===== src/rtl/i2c_target.sv =====
module i2c_target #(
  parameter int DATA_W = 8
) (
  input  logic              clk,
  input  logic              rst_n,
  input  logic [DATA_W-2:0] own_addr,
  input  logic              scl_i,
  input  logic              sda_i,
  output logic              scl_oe,
  output logic              sda_oe,
  input  logic [DATA_W-1:0] tx_data,
  input  logic              tx_wr,
  output logic [DATA_W-1:0] rx_data,
  input  logic              rx_rd,
  input  logic              clr_addr,
  input  logic              clr_stop,
  output logic              addr_hit,
  output logic              dir_tx,
  output logic              rx_full,
  output logic              tx_empty,
  output logic              byte_done,
  output logic              stop_seen
);

  localparam int CW = $clog2(DATA_W + 1);
  localparam logic [CW-1:0] LAST = CW'(DATA_W);

  typedef enum logic [2:0] {S_IDLE, S_ADDR, S_AACK, S_RX, S_RACK, S_TX, S_TACK} st_t;

  st_t              st;
  logic [CW-1:0]    cnt;
  logic [DATA_W-1:0] rsh, tsh, txd;
  logic [2:0]       scl_p, sda_p;
  logic             loaded, fresh, pending, mack;

  wire scl_rise = scl_p[1] & ~scl_p[2];
  wire scl_fall = ~scl_p[1] & scl_p[2];
  wire sda_h    = sda_p[1];
  wire start_c  = scl_p[1] & scl_p[2] & sda_p[2] & ~sda_p[1];
  wire stop_c   = scl_p[1] & scl_p[2] & ~sda_p[2] & sda_p[1];

  assign scl_oe = (st == S_RX && cnt == '0 && (addr_hit || (pending && rx_full)))
               || (st == S_TX && cnt == '0 && (addr_hit || !loaded || fresh));

  always_ff @(posedge clk or negedge rst_n) begin
    if (!rst_n) begin
      scl_p <= '1;
      sda_p <= '1;
    end else begin
      scl_p <= {scl_p[1:0], scl_i};
      sda_p <= {sda_p[1:0], sda_i};
    end
  end

  always_ff @(posedge clk or negedge rst_n) begin
    if (!rst_n) begin
      st        <= S_IDLE;
      cnt       <= '0;
      rsh       <= '0;
      tsh       <= '0;
      txd       <= '0;
      rx_data   <= '0;
      loaded    <= 1'b0;
      fresh     <= 1'b0;
      pending   <= 1'b0;
      mack      <= 1'b0;
      sda_oe    <= 1'b0;
      addr_hit  <= 1'b0;
      dir_tx    <= 1'b0;
      rx_full   <= 1'b0;
      tx_empty  <= 1'b1;
      byte_done <= 1'b0;
      stop_seen <= 1'b0;
    end else begin
      fresh <= 1'b0;
      if (rx_rd) rx_full <= 1'b0;

      if (start_c) begin
        st      <= S_ADDR;
        cnt     <= '0;
        sda_oe  <= 1'b0;
        loaded  <= 1'b0;
        pending <= 1'b0;
      end else if (stop_c) begin
        if ((st == S_RX || st == S_RACK) && !dir_tx) stop_seen <= 1'b1;
        st      <= S_IDLE;
        sda_oe  <= 1'b0;
        loaded  <= 1'b0;
        pending <= 1'b0;
      end else begin
        case (st)
          S_ADDR: begin
            if (scl_rise) begin
              rsh <= {rsh[DATA_W-2:0], sda_h};
              cnt <= cnt + 1'b1;
            end else if (scl_fall && cnt == LAST) begin
              if (rsh[DATA_W-1:1] == own_addr) begin
                st       <= S_AACK;
                sda_oe   <= 1'b1;
                addr_hit <= 1'b1;
                dir_tx   <= rsh[0];
              end else begin
                st <= S_IDLE;
              end
            end
          end
          S_AACK: begin
            if (scl_fall) begin
              sda_oe <= 1'b0;
              cnt    <= '0;
              loaded <= 1'b0;
              st     <= dir_tx ? S_TX : S_RX;
            end
          end
          S_RX: begin
            if (scl_rise) begin
              rsh <= {rsh[DATA_W-2:0], sda_h};
              cnt <= cnt + 1'b1;
            end else if (scl_fall && cnt == LAST) begin
              sda_oe <= 1'b1;
              st     <= S_RACK;
            end else if (pending) begin
              if (!rx_full) begin
                rx_data <= rsh;
                rx_full <= 1'b1;
                pending <= 1'b0;
              end else begin
                byte_done <= 1'b1;
              end
            end
          end
          S_RACK: begin
            if (scl_fall) begin
              sda_oe  <= 1'b0;
              cnt     <= '0;
              pending <= 1'b1;
              st      <= S_RX;
            end
          end
          S_TX: begin
            if (!loaded) begin
              if (!tx_empty) begin
                tsh      <= txd;
                tx_empty <= 1'b1;
                loaded   <= 1'b1;
                fresh    <= 1'b1;
                sda_oe   <= ~txd[DATA_W-1];
              end
            end else if (scl_rise) begin
              cnt <= cnt + 1'b1;
            end else if (scl_fall) begin
              if (cnt == LAST) begin
                sda_oe <= 1'b0;
                st     <= S_TACK;
              end else begin
                tsh    <= tsh << 1;
                sda_oe <= ~tsh[DATA_W-2];
              end
            end
          end
          S_TACK: begin
            if (scl_rise) begin
              mack <= ~sda_h;
            end else if (scl_fall) begin
              if (mack) begin
                st     <= S_TX;
                cnt    <= '0;
                loaded <= 1'b0;
                if (tx_empty) byte_done <= 1'b1;
              end else begin
                st <= S_IDLE;
              end
            end
          end
          default: ;
        endcase
      end

      if (clr_addr) addr_hit <= 1'b0;
      if (clr_stop) stop_seen <= 1'b0;
      if (rx_rd || tx_wr) byte_done <= 1'b0;
      if (tx_wr) begin
        txd      <= tx_data;
        tx_empty <= 1'b0;
      end
    end
  end

endmodule


===== config.mk =====
export PLATFORM = sky130hd
export DESIGN_NAME = i2c_target
export DESIGN_NICKNAME = d
export VERILOG_FILES = /design/src/rtl/i2c_target.sv
export SDC_FILE = /design/constraint.sdc
export NUM_CORES = 1
export LEC_CHECK = 0
export BUFFER_PORTS_ARGS = -buffer_cell sky130_fd_sc_hd__buf_4
export CAP_MARGIN = 20
export CORE_MARGIN = 2
export CORE_UTILIZATION = 55
export DETAILED_ROUTE_END_ITERATION = 10
export GPL_ROUTABILITY_DRIVEN = 0
export PLACE_DENSITY = 0.8
export SLEW_MARGIN = 20
export SYNTH_ARGS = -nofsm -noshare
export SYNTH_HDL_FRONTEND = slang
export SYNTH_SLANG_ARGS = --single-unit

===== constraint.sdc =====
create_clock -name clk -period 2.05 [get_ports clk]
set_input_delay 0.3075 -clock clk [delete_from_list [all_inputs] [get_ports clk]]
set_output_delay 0.3075 -clock clk [all_outputs]
set_load 0.02 [all_outputs]

# Word level (Yosys, flattened, before mapping)
# Cells that the tools add are included.
totals:
  reg_bits: 55
  inputBits: 23
  output_inout_bits: 16
  elab_cells: 235
classes:
  n_addsub: 1
  eq_ne: 54
  muxes: 99
  bitwise: 18
  n_reduce_logical: 44
ops:
  columns: ["operator", "n"]
  rows:
  - ["1-bit 2-to-1 mux", 63]
  - ["4-bit inequality test, second input constant", 13]
  - ["3-bit 2-to-1 mux", 16]
  - ["7-bit 2-to-1 mux", 5]
  - ["4-bit 2-to-1 mux", 8]
  - ["3-bit inequality test, second input constant", 8]
  - ["7-bit AND reduction", 3]
  - ["2-bit inequality test, second input constant", 10]
  - ["3-bit case mux with 6 select lines", 1]
  - ["4-bit case mux with 4 select lines", 1]
  - ["4-bit AND reduction", 4]
  - ["5-bit inequality test, second input constant", 3]
  - ["13-bit AND reduction", 1]
  - ["3-bit by 2-bit inequality test with 1-bit output, second input constant", 4]
  - ["6-bit AND reduction", 2]
  - ["2-bit nonzero test", 6]
  - ["1-bit inverter", 11]
  - ["11-bit AND reduction", 1]
  - ["10-bit AND reduction", 1]
  - ["5-bit nonzero test", 2]
  - ["3-bit == test, second input constant", 3]
  - ["2-bit by 1-bit inequality test with 1-bit output, second input constant", 4]
  - ["4-bit by 3-bit inequality test with 1-bit output, second input constant", 2]
  - ["8-bit nonzero test", 1]
  - ["other kinds (22)", 43]

# Longest topological paths before layout
# Gate-level depths: netlist (run 1).
depth:
  ltp_word: 9
  ltp_mapped: 8
  mapped_depth_nobuf: 7

# Worst setup path after synthesis (run 1)
# OpenSTA, ideal clock, no wires.
synth_path:
  path_kind: "reg2reg"
  startpoint: "reg scl_p[2]"
  endpoint: "reg cnt[2]"
  setup_time_ns: 0.121
  arrival_time_ns: 1.744
  t_required_ns: 1.929
  path_slack_ns: 0.185
  path_stages_with_launch: 7
  n_path_buf: 1
  period_less_slack_ns: 1.865
  cell_sequence: "dfstp_2 > buf_4 > and2b_1 > a22oi_2 > a222oi_1 > o22ai_1 > a22o_1"
synth_between:
  elab_chain_cells: 7
  elab_cells_between_ends: 21
  cone_classes: "eq/ne (6); mux (5); bitwise (8); reduce/logical (2)"
synth_lines:
  columns: ["item", "line", "rtl"]
  rows:
  - ["from (decl)", "33", "logic [2:0] scl_p, sda_p;"]
  - ["from (signal assigned)", "50", "scl_p <= {scl_p[1:0], scl_i};"]
  - ["1-bit inverter", "36", "wire scl_rise = scl_p[1] & ~scl_p[2];"]
  - ["1-bit AND", "36", null]
  - ["4-bit 2-to-1 mux (2 in series)", null, null]
  - ["4-bit case mux with 4 select lines", null, null]
  - ["4-bit 2-to-1 mux", null, null]
  - ["4-bit 2-to-1 mux", "78", "if (start_c) begin"]
  - ["to (signal assigned)", "95", "cnt <= cnt + 1'b1;"]
  - ["to (signal assigned)", "118", "cnt <= cnt + 1'b1;"]
  - ["to (signal assigned)", "150", "cnt <= cnt + 1'b1;"]
  - ["to (decl)", "31", "logic [CW-1:0] cnt;"]
# Several ways; a longest one is shown, not always the timed one. The select of a mux whose other input is x is not followed.
# A chain may end at the register's enable or synchronous reset.

# Worst setup path after layout (run 1)
layout_path:
  startpoint: "reg st[1]"
  endpoint: "out scl_oe"
layout_between:
  elab_chain_cells: 4
  elab_cells_between_ends: 7
  cone_classes: "eq/ne (2); reduce/logical (5)"
layout_lines:
  columns: ["item", "line", "rtl"]
  rows:
  - ["from (decl)", "30", "st_t st;"]
  - ["from (signal assigned)", "112", "st <= dir_tx ? S_TX : S_RX;"]
  - ["3-bit by 2-bit == test with 1-bit output / 3-bit == test (equally long branches)", "42, 43", null]
  - ["1-bit logical AND (on tied branches) (2 in series)", "42, 43", null]
  - ["1-bit logical OR *", "43", "|| (st == S_TX && cnt == '0 && (addr_hit || !loaded || fresh));"]
  - ["to (decl)", "9", "output logic scl_oe,"]
# Every way passes the cells marked *; elsewhere a longest branch is shown, timed or not.

==> flow_summary.toml, run 1 <==
[clock_tree]
cts_tree = "built"
cts_htree_levels = 2
cts.clk_slew.worst_paths_ps = 110
worstSkewPairLatency_ps = 310
numCtsBuffers = 5
cts_root_buf = "clkbuf_8"
cts_buffer_depth = 2
clkSinkCount = 55

[power]
p_leak_nw = 1.56
peakVddDrop_mv = 0.621
finalPower_mw = 2.90
powerDensity_nw_per_um2 = 852

[yosys]
syn_nets = 282
synth.avg_cell_area_um2 = 10.8
netlist_area_um2 = 2780
synth-seq-cells = 55
synth_top_cell_by_area = "dfrtp_1"
yosys.cell_types.count = 56
synth.area.top_cells = "dfrtp_1, mux2_2, dfstp_2, a21oi_1, mux2i_1"
seq_area_frac_synth = 0.498
synth_commonest_cells = "dfrtp_1, mux2_2, a21oi_1, nor2_1, nand2_1"
netlist_instances = 257
synthDominantCellAreaShare = 0.432
yosysWarnings = 0
synth_edf_count = 0
yosys.cell_count.top_type = "dfrtp_1"
synth_ff_type = "dfrtp_1"
async_reset_ff_frac = 1.00

[finish]
drive_gt1_frac = 0.380
syn_to_final_growth_pct = 22.6
n_antenna_cell = 0
nNetsFinal = 340
final_cells = 383
fin_area_um2 = 3410

[sta]
fin_crit_ps = 2000
fin_crit_sh = 0.976
timing.hold.ws_ps = 6.36
slew_viol_final = 0
tightest_slew_ps = 667
hold_violations = 0
finalSetupViolCount = 0
max_slew_margin = 0.556
clock.fmax_mhz = 500
setup_tns_ps = 0
skew_ps = 7.89

[worst_hold_path]
hold_class = "primary input to asynchronous set/reset pin"

[routing]
antenna_left = 0
routedWlPerCell_um = 16.5
drt_pass1_iterations = 6
drt_iter0_drc = 203
routed-via-count = 2221
routed_wl_mm = 6.33
drc = 0
via_per_inst = 5.80

[critical_path]
cp-start-kind = "flip-flop"
crit_type = "flip-flop to output pin"
path_cells = "nor2b_2, nand2_2, o22ai_4, and4b_1, buf_4"
endpoint_kind = "output pin"
cp.required_ps = 1740
cp_max_fo = 8
slowest_stage = "dfrtp_2"
cp.arrival_ps = 1690
crit_path_max_incr_delay_ps = 480

[floorplanning]
die_y_um = 75.1
rows = 25
core-area_um2 = 4790
die_w_um = 75.1
die_area_um2 = 5640
initial_core_util = 0.581
ios = 39

[run]
maxCapViolations = 0

[global_route]
antenna_found_initial = 0
grt_pass1_vias = 2215
grt_pass1_wl_mm = 10.2
gr-usage-all-layers = 0.241
grt_max_degree = 56
overflow = 0

[placed_design]
hpwl_mm = 4.39
numPlacedInstances = 366
place_area_um2 = 3210
numPortBuffers = 38

[status]
status = "finished clean"
-- layout make-up --
type	count	area, um2
Sequential cell	55	1390
Tap cell	67	83.8
Inverter	10	37.5
Fill cell	363	1380
Multi-Input combinational cell	179	1320
Clock inverter	3	27.5
Clock buffer	5	68.8
Timing Repair Buffer	64	484
-- path summary, 6_finish.rpt --
check                           startpoint       end  slack, ps  depth (start not counted)
worst max-delay path                 st[1]    scl_oe         50                          5
worst min-delay path                 rst_n     st[1]          6                          1
worst max register to register       st[2]    cnt[2]        100                          7
worst min register to register    sda_p[0]  sda_p[1]        360                          0
max in group asynchronous            rst_n    tsh[3]       1580                          1
min in group clk                     scl_i  scl_p[0]        100                          1
-- placed cells by master, fill, tap and decap left out, types with 3 or more instances in the layout --
master	netlist	layout
clkbuf_8	0	5
o2111ai_1	3	3
nand2_1	15	14
inv_1	10	10
buf_4	3	63
nor3_1	4	4
nand3_1	3	3
nand2b_1	6	6
xnor2_1	4	4
o21a_1	5	5
mux2_2	25	25
dfrtp_2	0	3
dfstp_2	7	7
xor2_1	3	3
nand4_1	3	3
a21o_1	3	3
mux2i_1	8	8
a21oi_1	18	17
nor2_1	18	18
o31ai_1	3	3
nand3b_1	4	4
o22ai_1	4	3
dfrtp_1	48	45
o21ai_0	10	10
nor2b_1	5	3
-- registers in the layout, indices dropped and copies added (netlist names), 3 cells and up --
signal / cells
scl_p: 3
st: 3
tsh: 7
sda_p: 3
txd: 8
cnt: 4
rsh: 8
rx_data: 8
-- worst max-delay path: cells and delay by family (launching register included) --
family / cells / cell delay, ps
simple gates: 3 / 550
flops: 1 / 480
compound gates: 1 / 210
buf+inv: 1 / 140
-- metrics by stage --
step / util / setup WS, ps
CTS: 0.694 / 8.00
global route: 0.712 / -8.14
global placement: 0.671 / 58.9
floorplan: - / 185
detailed placement: 0.671 / 45.4
finish: 0.712 / 50.1
-- repair_timing --
item / CTS / global route
gates resized for setup: 6 / 6
setup endpoints to repair: 9 / 15
hold buffers: 0 / 0
buffers inserted: 0 / 9
cloned: 0 / 0
-- kinds of logic (layout without fill, tap and decap cells) --
| family | after synthesis | count (layout) | share of synthesized area |
|---|---|---|---|
| compound gates | 61 | 61 | 0.151 |
| xor+xnor | 7 | 7 | 0.0221 |
| fa+ha+maj | 2 | 2 | 0.00900 |
| buf+inv | 23 | 82 | 0.0374 |
| flops | 55 | 55 | 0.498 |
| mux | 33 | 33 | 0.130 |
| simple gates | 76 | 76 | 0.152 |
-- where the power goes --
group          leakage [nW]  internal (mW)  switching, mW
Clock                0.0467          0.254          0.376
Combinational         0.818          0.420          0.409
Sequential            0.694           1.27          0.177
Total                  1.56           1.94          0.962
-- routing by layer --
metal,up-vias,part of all wire,global-route usage
li1,1041,-,-
met1,1062,0.43,0.327
met2,100,0.49,0.396
met3,18,0.055,0.0335
met4,0,0.028,0.0873
met5,-,0,0
No activity file was read; power rests on OpenSTA's default activity.
==> inputs of run 2 (changes only) <==
--- a/config.mk
+++ b/config.mk
@@ -8,10 +8,10 @@
 export BUFFER_PORTS_ARGS = -buffer_cell sky130_fd_sc_hd__buf_4
 export CAP_MARGIN = 20
 export CORE_MARGIN = 2
-export CORE_UTILIZATION = 55
+export CORE_UTILIZATION = 57
 export DETAILED_ROUTE_END_ITERATION = 10
 export GPL_ROUTABILITY_DRIVEN = 0
-export PLACE_DENSITY = 0.8
+export PLACE_DENSITY = 0.82
 export SLEW_MARGIN = 20
 export SYNTH_ARGS = -nofsm -noshare
 export SYNTH_HDL_FRONTEND = slang
==> run 2 against run 1 <==
Net effect: non-clock buffer count fell by 3; sequential power about the same; final cell count fell by 0.78%; utilization grew 1.2 points; count of clock-buffer cells in the layout rose by 1; cell area up 0.37%; power up 6.0%; wire length is 5.4% lower; critical path type is now flip-flop to flip-flop; highest routed layer unchanged.
==> flow_summary.toml, run 2 (synthesized netlist as in run 1, its figures left out) <==
[sta]
fin_crit_ps = 1950
fin_crit_sh = 0.952
hold_violations = 0
slew_viol_final = 0
max_slew_margin = 0.556
tightest_slew_ps = 666
clock.fmax_mhz = 513
skew_ps = 9.47
finalSetupViolCount = 0

[critical_path]
reg2regPathDepth = 6
r2r_slack_ps = 100
cp.arrival_ps = 2160
crit_path_start = "scl_p[2]"
worstReg2RegStart = "scl_p[2]"
cp-start-kind = "flip-flop"
cp.required_ps = 2260
endpoint = "cnt[2]"
reg2reg_to = "cnt[2]"
endpoint_kind = "flip-flop"
cp_max_fo = 10
crit_type = "flip-flop to flip-flop"

[global_route]
grt_pass1_vias = 2091
gr-usage-all-layers = 0.249
grt_max_degree = 56
overflow = 0
grt_pass1_wl_mm = 10.2
antenna_found_initial = 0

[clock_tree]
cts_htree_levels = 2
cts_tree = "built"
cts_root_buf = "clkbuf_8"
cts_hold_buf = 0
numCtsBuffers = 5
clkSinkCount = 55
cts_buffer_depth = 2
cts.clk_slew.worst_paths_ps = 100
worstSkewPairLatency_ps = 310

[routing]
antenna_left = 0
routed_wl_mm = 5.98
via_per_inst = 5.67
drt_pass1_iterations = 4
drt_iter0_drc = 237
drc = 0
routedWlPerCell_um = 15.7
routed-via-count = 2156

[finish]
reg_top3 = "rsh x8, rx_data x8, txd x8"
fin_util = 0.724
syn_to_final_growth_pct = 23.1
n_antenna_cell = 0
layout.cells.most_common = "buf_4"
layout_common_cells = "buf_4, dfrtp_1, mux2_2"
drive_gt1_frac = 0.367
final_cells = 380
nNetsFinal = 337

[placed_design]
hpwl_mm = 4.28
numPlacedInstances = 370
numPortBuffers = 38

[power]
p_leak_nw = 1.56
powerDensity_nw_per_um2 = 900
peakVddDrop_mv = 0.569

[floorplanning]
core-area_um2 = 4720
die_w_um = 73.8
initial_core_util = 0.588
rows = 25
die_area_um2 = 5450
die_y_um = 73.8
ios = 39

[status]
status = "finished clean"

[worst_hold_path]
hold_class = "primary input to asynchronous set/reset pin"

[run]
maxCapViolations = 0
## run 2: layer usage
layer	part of all wire	track usage	wire length, um	up-vias
li1	-	-	-	1032
met1	0.46	0.360	2740	1056
met2	0.48	0.369	2860	57
met3	0.044	0.0562	265	11
met4	0.020	0.0909	119	0
met5	0	0	0	-
## run 2: area by class of cell
cell class	count	area (um2)
clock buffer	6	72.6
clock inverter	2	60.1
fill	339	1300
inverter	10	37.5
multi-input combinational	179	1310
sequential	55	1390
tap	67	83.8
timing repair buffer	61	470
## run 2: through the flow
step	power (mW)	TNS, ps	area, um2	setup WS [ps]	hold WS [ps]
final	3.08	0	3420	98.9	1.19
after global routing	3.26	-17.4	3420	-12.0	80.0
after CTS	3.07	0	3390	9.27	48.7
after detailed placement	2.24	0	3250	66.0	347
after global placement	2.21	0	3250	91.6	346
after floorplan	1.96	0	2780	185	11.9
## run 2: how the worst min path moves through the flow
stage | from | to | cells past startpoint | slack [ps]
after global routing | rst_n | sda_oe | 1 | 80
final | rst_n | loaded | 1 | 1
after floorplan | rst_n | addr_hit | 0 | 10
after CTS | rst_n | loaded | 1 | 50
after global placement | sda_p[0] | sda_p[1] | 0 | 350
after detailed placement | scl_p[0] | scl_p[1] | 0 | 350
## run 2: what timing repair did
action / 4_1_cts / 5_1_grt
pin swaps: 0 / 2
setup buffers: 0 / 2
endpoints found under the setup margin: 1 / 14
resized for setup: 2 / 7
## run 2: report_power, final
part | total, mW | internal, mW | switching (mW)
Sequential | 1.45 | 1.27 | 0.179
Combinational | 0.794 | 0.414 | 0.380
Clock | 0.836 | 0.488 | 0.348
## run 2: critical path, stage by stage (launching register included)
cell and delay, ps:
dfstp_2 640, and3b_1 220, o21ai_0 210, a222oi_1 130, buf_4 160, or2_1 260
a22o_1 220
